[config.mk]
export PLATFORM = sky130hd
export DESIGN_NAME = i2c_status_target
export DESIGN_NICKNAME = d
export VERILOG_FILES = /design/src/rtl/i2cst_pkg.sv /design/src/rtl/i2cst_sync.sv /design/src/rtl/i2cst_bus_events.sv /design/src/rtl/i2cst_por_flag.sv /design/src/rtl/i2cst_target_fsm.sv /design/src/rtl/i2c_status_target.sv
export SDC_FILE = /design/constraint.sdc
export NUM_CORES = 1
export LEC_CHECK = 0
export BUFFER_PORTS_ARGS = -buffer_cell sky130_fd_sc_hd__buf_2
export CORE_MARGIN = 4
export CORE_UTILIZATION = 59
export CTS_BUF_LIST = sky130_fd_sc_hd__clkbuf_16
export DETAILED_ROUTE_END_ITERATION = 8
export GPL_ROUTABILITY_DRIVEN = 0
export HOLD_SLACK_MARGIN = 0.05
export PLACE_DENSITY = 0.76
export SETUP_SLACK_MARGIN = 0.4
export SLEW_MARGIN = 20
export SYNTH_ARGS = -nofsm -noshare
export SYNTH_HDL_FRONTEND = slang
export SYNTH_HIERARCHICAL = 1
export SYNTH_SLANG_ARGS = --single-unit
[constraint.sdc]
create_clock -name clk -period 3.3 [get_ports clk]
set_input_delay 0.495 -clock clk [delete_from_list [all_inputs] [get_ports clk]]
set_output_delay 0.495 -clock clk [all_outputs]
set_load 0.02 [all_outputs]
[src/rtl/i2cst_pkg.sv]
package i2cst_pkg;
  localparam int STAT_W    = 8;
  localparam int CONV_W    = 3;
  localparam int PORT_W    = 3;
  localparam int SEL_W     = 2;
  localparam int ADDR_W    = 7;
  localparam int FIXED_W   = ADDR_W - SEL_W;
  localparam int BITCNT_W  = $clog2(STAT_W);
  localparam logic [CONV_W-1:0]  CONV_MAX   = 3'd4;
  localparam logic [FIXED_W-1:0] ADDR_FIXED = 5'b11000;

  typedef enum logic [2:0] {
    ST_IDLE, ST_ADDR, ST_ADDR_CHK, ST_ACK, ST_TX, ST_MACK, ST_WAIT
  } tgt_state_e;

  function automatic logic [CONV_W-1:0] conv_sat(input logic [CONV_W-1:0] c);
    return (c > CONV_MAX) ? CONV_MAX : c;
  endfunction

  function automatic logic addr_hit(input logic [ADDR_W-1:0] a,
                                    input logic [SEL_W-1:0] sel);
    return a == {ADDR_FIXED, sel};
  endfunction

  function automatic logic [STAT_W-1:0] pack_status(
      input logic por, input logic lk,
      input logic [PORT_W-1:0] prt, input logic [CONV_W-1:0] cd);
    return {por, lk, prt, conv_sat(cd)};
  endfunction
endpackage

[src/rtl/i2cst_sync.sv]
module i2cst_sync #(
  parameter int STAGES = 2,
  parameter int W      = 2
) (
  input  logic         clk,
  input  logic         rst_n,
  input  logic [W-1:0] d,
  output logic [W-1:0] q
);
  logic [W-1:0] chain [STAGES];

  always_ff @(posedge clk or negedge rst_n) begin
    if (!rst_n) chain[0] <= '1;
    else        chain[0] <= d;
  end

  for (genvar s = 1; s < STAGES; s++) begin : g_stage
    always_ff @(posedge clk or negedge rst_n) begin
      if (!rst_n) chain[s] <= '1;
      else        chain[s] <= chain[s-1];
    end
  end

  assign q = chain[STAGES-1];
endmodule

[src/rtl/i2cst_bus_events.sv]
module i2cst_bus_events (
  input  logic clk,
  input  logic rst_n,
  input  logic scl_s,
  input  logic sda_s,
  output logic scl_rise,
  output logic scl_fall,
  output logic start_ev,
  output logic stop_ev
);
  logic scl_q, sda_q;

  always_ff @(posedge clk or negedge rst_n) begin
    if (!rst_n) begin
      scl_q <= 1'b1;
      sda_q <= 1'b1;
    end else begin
      scl_q <= scl_s;
      sda_q <= sda_s;
    end
  end

  assign scl_rise = scl_s & ~scl_q;
  assign scl_fall = ~scl_s & scl_q;
  assign start_ev = scl_s & scl_q & sda_q & ~sda_s;
  assign stop_ev  = scl_s & scl_q & ~sda_q & sda_s;

  p_start_stop_excl_r10: assert property (@(posedge clk) disable iff (!rst_n)
    !(start_ev && stop_ev));
endmodule

[src/rtl/i2cst_por_flag.sv]
module i2cst_por_flag (
  input  logic clk,
  input  logic rst_n,
  input  logic brownout,
  input  logic nack_ev,
  output logic por_q
);
  always_ff @(posedge clk or negedge rst_n) begin
    if (!rst_n)        por_q <= 1'b1;
    else if (brownout) por_q <= 1'b1;
    else if (nack_ev)  por_q <= 1'b0;
  end

  p_por_set_r7: assert property (@(posedge clk) disable iff (!rst_n)
    brownout |=> por_q);
  p_por_hold_r8: assert property (@(posedge clk) disable iff (!rst_n)
    (!brownout && !nack_ev) |=> $stable(por_q));
endmodule

[src/rtl/i2cst_target_fsm.sv]
module i2cst_target_fsm
  import i2cst_pkg::*;
(
  input  logic                clk,
  input  logic                rst_n,
  input  logic                scl_s,
  input  logic                sda_s,
  input  logic                scl_rise,
  input  logic                scl_fall,
  input  logic                start_ev,
  input  logic                stop_ev,
  input  logic [SEL_W-1:0]    addr_sel,
  input  logic [STAT_W-1:0]   status_byte,
  output logic                drive_low,
  output logic                tx_load,
  output logic                nack_ev
);
  tgt_state_e           state;
  logic [BITCNT_W-1:0]  bit_cnt;
  logic [STAT_W-1:0]    rx_sh;
  logic [STAT_W-1:0]    tx_sh;
  logic                 addr_ok;
  logic                 bus_ev;

  assign bus_ev  = start_ev | stop_ev;
  assign addr_ok = addr_hit(rx_sh[STAT_W-1:1], addr_sel) & rx_sh[0];
  assign tx_load = ~bus_ev & scl_rise &
                   ((state == ST_ACK) | ((state == ST_MACK) & ~sda_s));
  assign nack_ev = ~bus_ev & scl_rise & (state == ST_MACK) & sda_s;
  assign drive_low = (state == ST_ACK) | ((state == ST_TX) & ~tx_sh[STAT_W-1]);

  always_ff @(posedge clk or negedge rst_n) begin
    if (!rst_n) begin
      state   <= ST_IDLE;
      bit_cnt <= '0;
      rx_sh   <= '0;
      tx_sh   <= '0;
    end else if (start_ev) begin
      state   <= ST_ADDR;
      bit_cnt <= '0;
    end else if (stop_ev) begin
      state   <= ST_IDLE;
    end else begin
      if (tx_load) tx_sh <= status_byte;
      case (state)
        ST_ADDR: if (scl_rise) begin
          rx_sh   <= {rx_sh[STAT_W-2:0], sda_s};
          bit_cnt <= bit_cnt + 1'b1;
          if (bit_cnt == BITCNT_W'(STAT_W-1)) state <= ST_ADDR_CHK;
        end
        ST_ADDR_CHK: if (scl_fall) state <= addr_ok ? ST_ACK : ST_WAIT;
        ST_ACK: if (scl_fall) begin
          state   <= ST_TX;
          bit_cnt <= '0;
        end
        ST_TX: if (scl_fall) begin
          if (bit_cnt == BITCNT_W'(STAT_W-1)) state <= ST_MACK;
          else begin
            tx_sh   <= {tx_sh[STAT_W-2:0], 1'b0};
            bit_cnt <= bit_cnt + 1'b1;
          end
        end
        ST_MACK: begin
          if (nack_ev) state <= ST_WAIT;
          else if (scl_fall) begin
            state   <= ST_TX;
            bit_cnt <= '0;
          end
        end
        default: ;
      endcase
    end
  end

  p_ack_on_match_r1: assert property (@(posedge clk) disable iff (!rst_n)
    (state == ST_ADDR_CHK && scl_fall && addr_ok && !bus_ev) |=> drive_low);
  p_quiet_on_miss_r2: assert property (@(posedge clk) disable iff (!rst_n)
    (state == ST_ADDR_CHK && scl_fall && !addr_ok && !bus_ev) |=> !drive_low);
  p_drive_scl_low_r4: assert property (@(posedge clk) disable iff (!rst_n)
    !$stable(drive_low) |-> !scl_s);
  p_release_on_nack_r6: assert property (@(posedge clk) disable iff (!rst_n)
    nack_ev |=> !drive_low);
  p_conv_bound_r9: assert property (@(posedge clk) disable iff (!rst_n)
    tx_load |=> (tx_sh[CONV_W-1:0] <= CONV_MAX));
  p_byte_coherent_r11: assert property (@(posedge clk) disable iff (!rst_n)
    (state == ST_TX && !scl_fall && !bus_ev) |=> $stable(tx_sh));
endmodule

[src/rtl/i2c_status_target.sv]
module i2c_status_target
  import i2cst_pkg::*;
#(
  parameter int SYNC_STAGES = 2
) (
  input  logic              clk,
  input  logic              rst_n,
  input  logic              scl_i,
  input  logic              sda_i,
  output logic              sda_drive_low_o,
  input  logic [SEL_W-1:0]  addr_sel_i,
  input  logic              lock_i,
  input  logic [PORT_W-1:0] port_lvl_i,
  input  logic [CONV_W-1:0] conv_code_i,
  input  logic              brownout_i
);
  logic scl_s, sda_s;
  logic scl_rise, scl_fall, start_ev, stop_ev;
  logic tx_load, nack_ev, por_q;
  logic [STAT_W-1:0] status_byte;

  i2cst_sync #(.STAGES(SYNC_STAGES), .W(2)) u_sync (
    .clk(clk), .rst_n(rst_n), .d({scl_i, sda_i}), .q({scl_s, sda_s}));

  i2cst_bus_events u_events (
    .clk(clk), .rst_n(rst_n), .scl_s(scl_s), .sda_s(sda_s),
    .scl_rise(scl_rise), .scl_fall(scl_fall),
    .start_ev(start_ev), .stop_ev(stop_ev));

  i2cst_por_flag u_por (
    .clk(clk), .rst_n(rst_n), .brownout(brownout_i),
    .nack_ev(nack_ev), .por_q(por_q));

  assign status_byte = pack_status(por_q, lock_i, port_lvl_i, conv_code_i);

  i2cst_target_fsm u_fsm (
    .clk(clk), .rst_n(rst_n), .scl_s(scl_s), .sda_s(sda_s),
    .scl_rise(scl_rise), .scl_fall(scl_fall),
    .start_ev(start_ev), .stop_ev(stop_ev),
    .addr_sel(addr_sel_i), .status_byte(status_byte),
    .drive_low(sda_drive_low_o), .tx_load(tx_load), .nack_ev(nack_ev));
endmodule

==> run_results.csv, run 1 <==
group,metric,value,unit
outcome,status,"complete, no violations",
die,die_h,58.5,µm
power_and_ir_drop,ir_drop,0.677,mV
cts,hold_buffers,0,
cts,htree_num_levels,2,
power_and_ir_drop,p_sw_frac,0.330,
cts,clock_sinks,29,
sta,relSlewSlack,0.559,
critical_path,slowest_delay,0.55,ns
critical_path,cp-end-kind,"flip-flop",
place,placed_area,0.00157,mm²
sta,drv_slew,0,
routing,vias,1016,
cts,clk_pin_slew,0.05,ns
cts,clock_path_buffers,2,
synth,postSynthAreaPerCell,11.9,µm²
critical_path,slowest_stage,"dfstp_2",
global_route,grt_pass1_vias,1034,
power_and_ir_drop,p_clk_frac,0.296,
power_and_ir_drop,p_comb_frac,0.291,
sta,min_period,2.05,ns
power_and_ir_drop,seq_power_share,0.413,
die,rows,18,
synth,yosysWarnings,6,
sta,rsz0062_at_grt,"no",
global_route,grt.overflow.total,0,
worst_hold_path,hp-class,"input pin to async pin",
cts,clock_latency,0.27,ns
cts,cts_resized,0,
cells_and_area,final_cell_area,0.00171,mm²
routing,drtIter0Drc,13,
routing,wire_per_inst,15.1,µm
sta,finClkSkew,0.00472,ns
cells_and_area,areaGrowthSynthToFinish,13.5,%
power_and_ir_drop,total_leakage_power,0.761,nW
cts,cts_tree,"built",
die,die_x,58.5,µm
die,start_util,0.614,
place,hpwl,1770,µm
critical_path,path_max_fanout,8,
power_and_ir_drop,p_int,0.000955,W
critical_path,crit_chain,"nor2b_1 > a311oi_1 > o31ai_2 > mux2i_1",
sta,fin_crit_sh,0.622,
sta,worstMarginPinSlew,0.660,ns
critical_path,crit_path_start_kind,"flip-flop",
synth,synthCells,127,
global_route,grt_use_total,0.181,
routing,viasPerCell,5.94,
global_route,grt_pass1_wl,4600,µm
sta,finalHoldViolCount,0,
global_route,antenna_found_initial,0,
critical_path,critPathKind,"flip-flop to flip-flop",
synth,synth_fp_nets,143,
global_route,grt_max_degree,30,
critical_path,cp_data_arrival_time,2.24,ns
routing,wl,2580,µm
place,port_buffers,14,
routing,post-route-drc-count,0,
sta,setup_tns,0,ns
power_and_ir_drop,p_per_area,833,mW/mm²
critical_path,path_buf_inv,0,
cts,cts_setup_buffers,0,
critical_path,cp.required,3.49,ns
critical_path,crit_family,"compound AO/OA/AOI/OAI gates",
cells_and_area,drive_gt1_frac,0.319,
sta,setup_viol,0,
cts,cts-buffers-inserted,5,
cts,cts_root_buffer,"clkbuf_16",
routing,dr.pass1.iters,4,
synth,netlist_area,0.00151,mm²
die,core_area,0.00245,mm²
sta,fmax,487,MHz
die,io_pins,15,
power_and_ir_drop,netSwitchingPower,0.000470,W
cells_and_area,finalNetCount,156,
job,drv_cap,0,
routing,drt.antenna.violating_nets,0,
die,die_area,0.00343,mm²
cells_and_area,diodes,0,
==> metrics by stage <==
| step | setup WS [ns] | utilization | hold WS, ns | total power, W | cells |
|---|---|---|---|---|---|
| after floorplan | 1.44 | - | 0.199 | 0.000926 | 127 |
| after detailed placement | 1.25 | 0.639 | 0.347 | 0.00100 | 163 |
| after global placement | 1.30 | 0.639 | 0.348 | 0.000986 | 163 |
| final | 1.25 | 0.697 | 0.235 | 0.00142 | 171 |
| after global routing | 1.09 | 0.697 | 0.286 | 0.00152 | 171 |
| after CTS | 1.24 | 0.697 | 0.261 | 0.00144 | 171 |
==> power groups by stage <==
stage | Clock (W) | Combinational [W] | Sequential [W]
after floorplan | 0 | 0.000403 | 0.000524
after CTS | 0.000433 | 0.000417 | 0.000588
final | 0.000422 | 0.000414 | 0.000589
after global placement | 0 | 0.000398 | 0.000588
after global routing | 0.000449 | 0.000467 | 0.000610
after detailed placement | 0 | 0.000411 | 0.000593
==> cell usage in the layout, fill, tap and decap left out, types with 2 or more instances in the layout <==
cell	count
a21oi_1	5
a311oi_1	2
and4b_1	3
nand2_1	3
xnor2_1	2
nand2b_1	5
mux2_2	8
inv_1	4
dfrtp_1	22
a211oi_1	2
a41o_1	2
mux2i_1	5
nor2_1	5
o22a_1	7
buf_2	14
o21a_1	7
dfstp_2	7
nor2b_1	5
clkbuf_16	5
clkinv_2	2
ha_1	2
a31oi_1	2
nand4_1	2
==> worst paths after layout <==
kind	from	endpoint	slack, ns	cells past startpoint
max in group asynchronous	rst_n	u_fsm/tx_sh[6]$_DFFE_PN0N_	2.66	1
setup / recovery	u_sync/q[1]$_DFF_PN1_	u_fsm/bit_cnt[0]$_DFFE_PN0P_	1.25	4
setup reg to reg	u_sync/q[1]$_DFF_PN1_	u_fsm/bit_cnt[0]$_DFFE_PN0P_	1.25	4
hold / removal	rst_n	u_fsm/tx_sh[0]$_DFFE_PN0N_	0.23	1
hold reg to reg	u_sync/chain[2]$_DFF_PN1_	u_sync/q[0]$_DFF_PN1_	0.35	0
min in group clk	scl_i	u_sync/chain[3]$_DFF_PN1_	0.32	1
==> per-layer routing <==
metal / track usage / vias up / share of wire
met4: 0.0927 / 0 / 0.029
met2: 0.262 / 14 / 0.45
met5: 0 / - / 0
li1: - / 502 / -
met1: 0.239 / 494 / 0.49
met3: 0.0658 / 6 / 0.038
==> registers in the layout (all words and copies together), names as in the netlist <==
register and flops:
u_sync/chain 2, u_events/scl_q 1, u_events/sda_q 1, u_fsm/rx_sh 8, u_fsm/bit_cnt 3, u_fsm/state 3
u_fsm/tx_sh 8, u_por/por_q 1, u_sync/q 2
==> cell type report <==
| type | count | area (µm²) |
|---|---|---|
| fill | 193 | 744 |
| sequential | 29 | 734 |
| multi-input combinational | 86 | 711 |
| clock buffer | 5 | 125 |
| timing repair buffer | 14 | 70.1 |
| tap | 30 | 37.5 |
| clock inverter | 3 | 17.5 |
| inverter | 4 | 15.0 |
No activity file was read; power rests on OpenSTA's default activity.
==> run 2: changes to the inputs <==
--- a/config.mk
+++ b/config.mk
@@ -7,12 +7,12 @@
 export LEC_CHECK = 0
 export BUFFER_PORTS_ARGS = -buffer_cell sky130_fd_sc_hd__buf_2
 export CORE_MARGIN = 4
-export CORE_UTILIZATION = 59
+export CORE_UTILIZATION = 57
 export CTS_BUF_LIST = sky130_fd_sc_hd__clkbuf_16
 export DETAILED_ROUTE_END_ITERATION = 8
 export GPL_ROUTABILITY_DRIVEN = 0
 export HOLD_SLACK_MARGIN = 0.05
-export PLACE_DENSITY = 0.76
+export PLACE_DENSITY = 0.73
 export SETUP_SLACK_MARGIN = 0.4
 export SLEW_MARGIN = 20
 export SYNTH_ARGS = -nofsm -noshare
==> constraint.sdc (replaced) <==
create_clock -name clk -period 1.98 [get_ports clk]
set_input_delay 0.297 -clock clk [delete_from_list [all_inputs] [get_ports clk]]
set_output_delay 0.297 -clock clk [all_outputs]
set_load 0.02 [all_outputs]
==> run_results.csv, run 2 (synthesis results as in run 1) <==
group,metric,value,unit
sta,rsz0062_at_grt,"yes",
critical_path,path_max_fanout,6,
cts,cts_root_buffer,"clkbuf_16",
sta,setup_tns,0,ns
routing,drt.antenna.violating_nets,0,
cts,cts_tree,"built",
critical_path,critPathKind,"flip-flop to flip-flop",
routing,wire_per_inst,18.1,µm
global_route,grt.overflow.total,0,
routing,vias,1255,
power_and_ir_drop,total_leakage_power,0.972,nW
cells_and_area,final_cell_mix,"buf_4 (29), dfrtp_1 (19), buf_2 (13)",
die,start_util,0.603,
cells_and_area,areaGrowthSynthToFinish,44.0,%
global_route,grt_pass1_vias,1242,
sta,fin_crit_sh,0.895,
place,hpwl,1890,µm
sta,fmax,564,MHz
global_route,grt_pass1_wl,5780,µm
critical_path,crit_path_start_kind,"flip-flop",
cts,htree_num_levels,2,
die,rows,18,
sta,finalHoldViolCount,0,
cells_and_area,diodes,0,
die,die_area,0.00353,mm²
die,die_x,59.4,µm
worst_hold_path,hp-class,"input pin to async pin",
critical_path,cp-end-kind,"flip-flop",
die,core_area,0.00250,mm²
place,dpl_worst_slack,0.115,ns
cts,cts-buffers-inserted,5,
sta,setup_viol,0,
cts,clock_path_buffers,2,
global_route,grt_use_total,0.224,
cts,clk_pin_slew,0.05,ns
power_and_ir_drop,ir_drop,1.46,mV
job,drv_cap,0,
sta,relSlewSlack,0.584,
cells_and_area,drive_gt1_frac,0.537,
routing,post-route-drc-count,0,
routing,viasPerCell,6.06,
power_and_ir_drop,p_per_area,1420,mW/mm²
cells_and_area,layout_commonest_cell,"buf_4",
routing,dr.pass1.iters,4,
sta,finClkSkew,0.00503,ns
routing,wl,3750,µm
global_route,grt_max_degree,30,
critical_path,cp.required,2.13,ns
die,io_pins,15,
outcome,status,"complete, no violations",
cells_and_area,finalNetCount,192,
critical_path,cp_data_arrival_time,1.92,ns
place,port_buffers,14,
cts,clock_latency,0.27,ns
sta,min_period,1.77,ns
cells_and_area,reg_top3,"u_fsm/rx_sh (8), u_fsm/tx_sh (8)",
sta,drv_slew,0,
routing,drtIter0Drc,84,
sta,worstMarginPinSlew,0.624,ns
global_route,antenna_found_initial,0,
cts,clock_sinks,29,
sta,finalWorstSetupSlack,0.208,ns
die,die_h,59.4,µm
==> run 2: cell count changes in the layout (fill, tap and decap cells not counted), moves of 3 or more <==
cell     previous run  this run
dfrtp_1            22        19
buf_6               0         4
buf_4               0        29
dfrtp_2             0         3
==> run 2: critical path, stage by stage, from the launching register on <==
cell      delay (ns)
dfstp_2         0.56
nor2b_1         0.13
buf_4           0.17
buf_6           0.11
nor2_2          0.03
a221oi_2        0.25
o31ai_2         0.11
buf_4           0.17
mux2i_1         0.12
==> run 2: area by class of cell <==
class | instances | area (µm²)
Tap cell | 30 | 37.5
Multi-Input combinational cell | 87 | 833
Timing Repair Buffer | 49 | 383
Inverter | 4 | 15.0
Sequential cell | 29 | 738
Fill cell | 122 | 330
Clock inverter | 3 | 37.5
Clock buffer | 5 | 125
==> run 2: final timing paths <==
| kind | start | to | slack (ns) | cells past startpoint |
|---|---|---|---|---|
| setup / recovery | u_events/scl_q$_DFF_PN1_ | u_fsm/bit_cnt[2]$_DFFE_PN0P_ | 0.21 | 8 |
| hold / removal | rst_n | u_fsm/bit_cnt[2]$_DFFE_PN0P_ | 0.05 | 1 |
| setup reg to reg | u_events/scl_q$_DFF_PN1_ | u_fsm/bit_cnt[2]$_DFFE_PN0P_ | 0.21 | 8 |
| hold reg to reg | u_sync/chain[3]$_DFF_PN1_ | u_sync/q[1]$_DFF_PN1_ | 0.35 | 0 |
| max in group asynchronous | rst_n | u_fsm/state[0]$_DFFE_PN0P_ | 1.48 | 1 |
| min in group clk | sda_i | u_sync/chain[2]$_DFF_PN1_ | 0.13 | 1 |
==> run 2: timing repair <==
item	in CTS	in global routing
pin swaps	21	5
endpoints found under the setup margin	22	23
gates cloned	1	0
buffers inserted	17	11
hold buffers	0	0
gates resized for setup	15	14
==> run 2: through the flow <==
step	util	instance area [µm²]	std cells	total power [W]	hold WS, ns
after detailed placement	0.654	1640	170	0.00176	0.346
after global routing	0.868	2170	207	0.00324	0.0847
after CTS	0.807	2020	196	0.00279	0.0663
after floorplan	-	1530	127	0.00157	0.00141
after global placement	0.654	1640	170	0.00172	0.337
final	0.868	2170	207	0.00307	0.0483
==> run 2: power breakdown <==
group / internal [W] / switching, W / leakage, nW
logic: 0.000700 / 0.000641 / 0.544
registers: 0.000779 / 0.000147 / 0.346
clock network: 0.000581 / 0.000225 / 0.0826
==> run 2: per-layer routing <==
metal | track usage | wire length, µm
met5 | 0 | 0
met4 | 0.0971 | 34
met3 | 0.0697 | 182
met2 | 0.348 | 1950
met1 | 0.286 | 1580
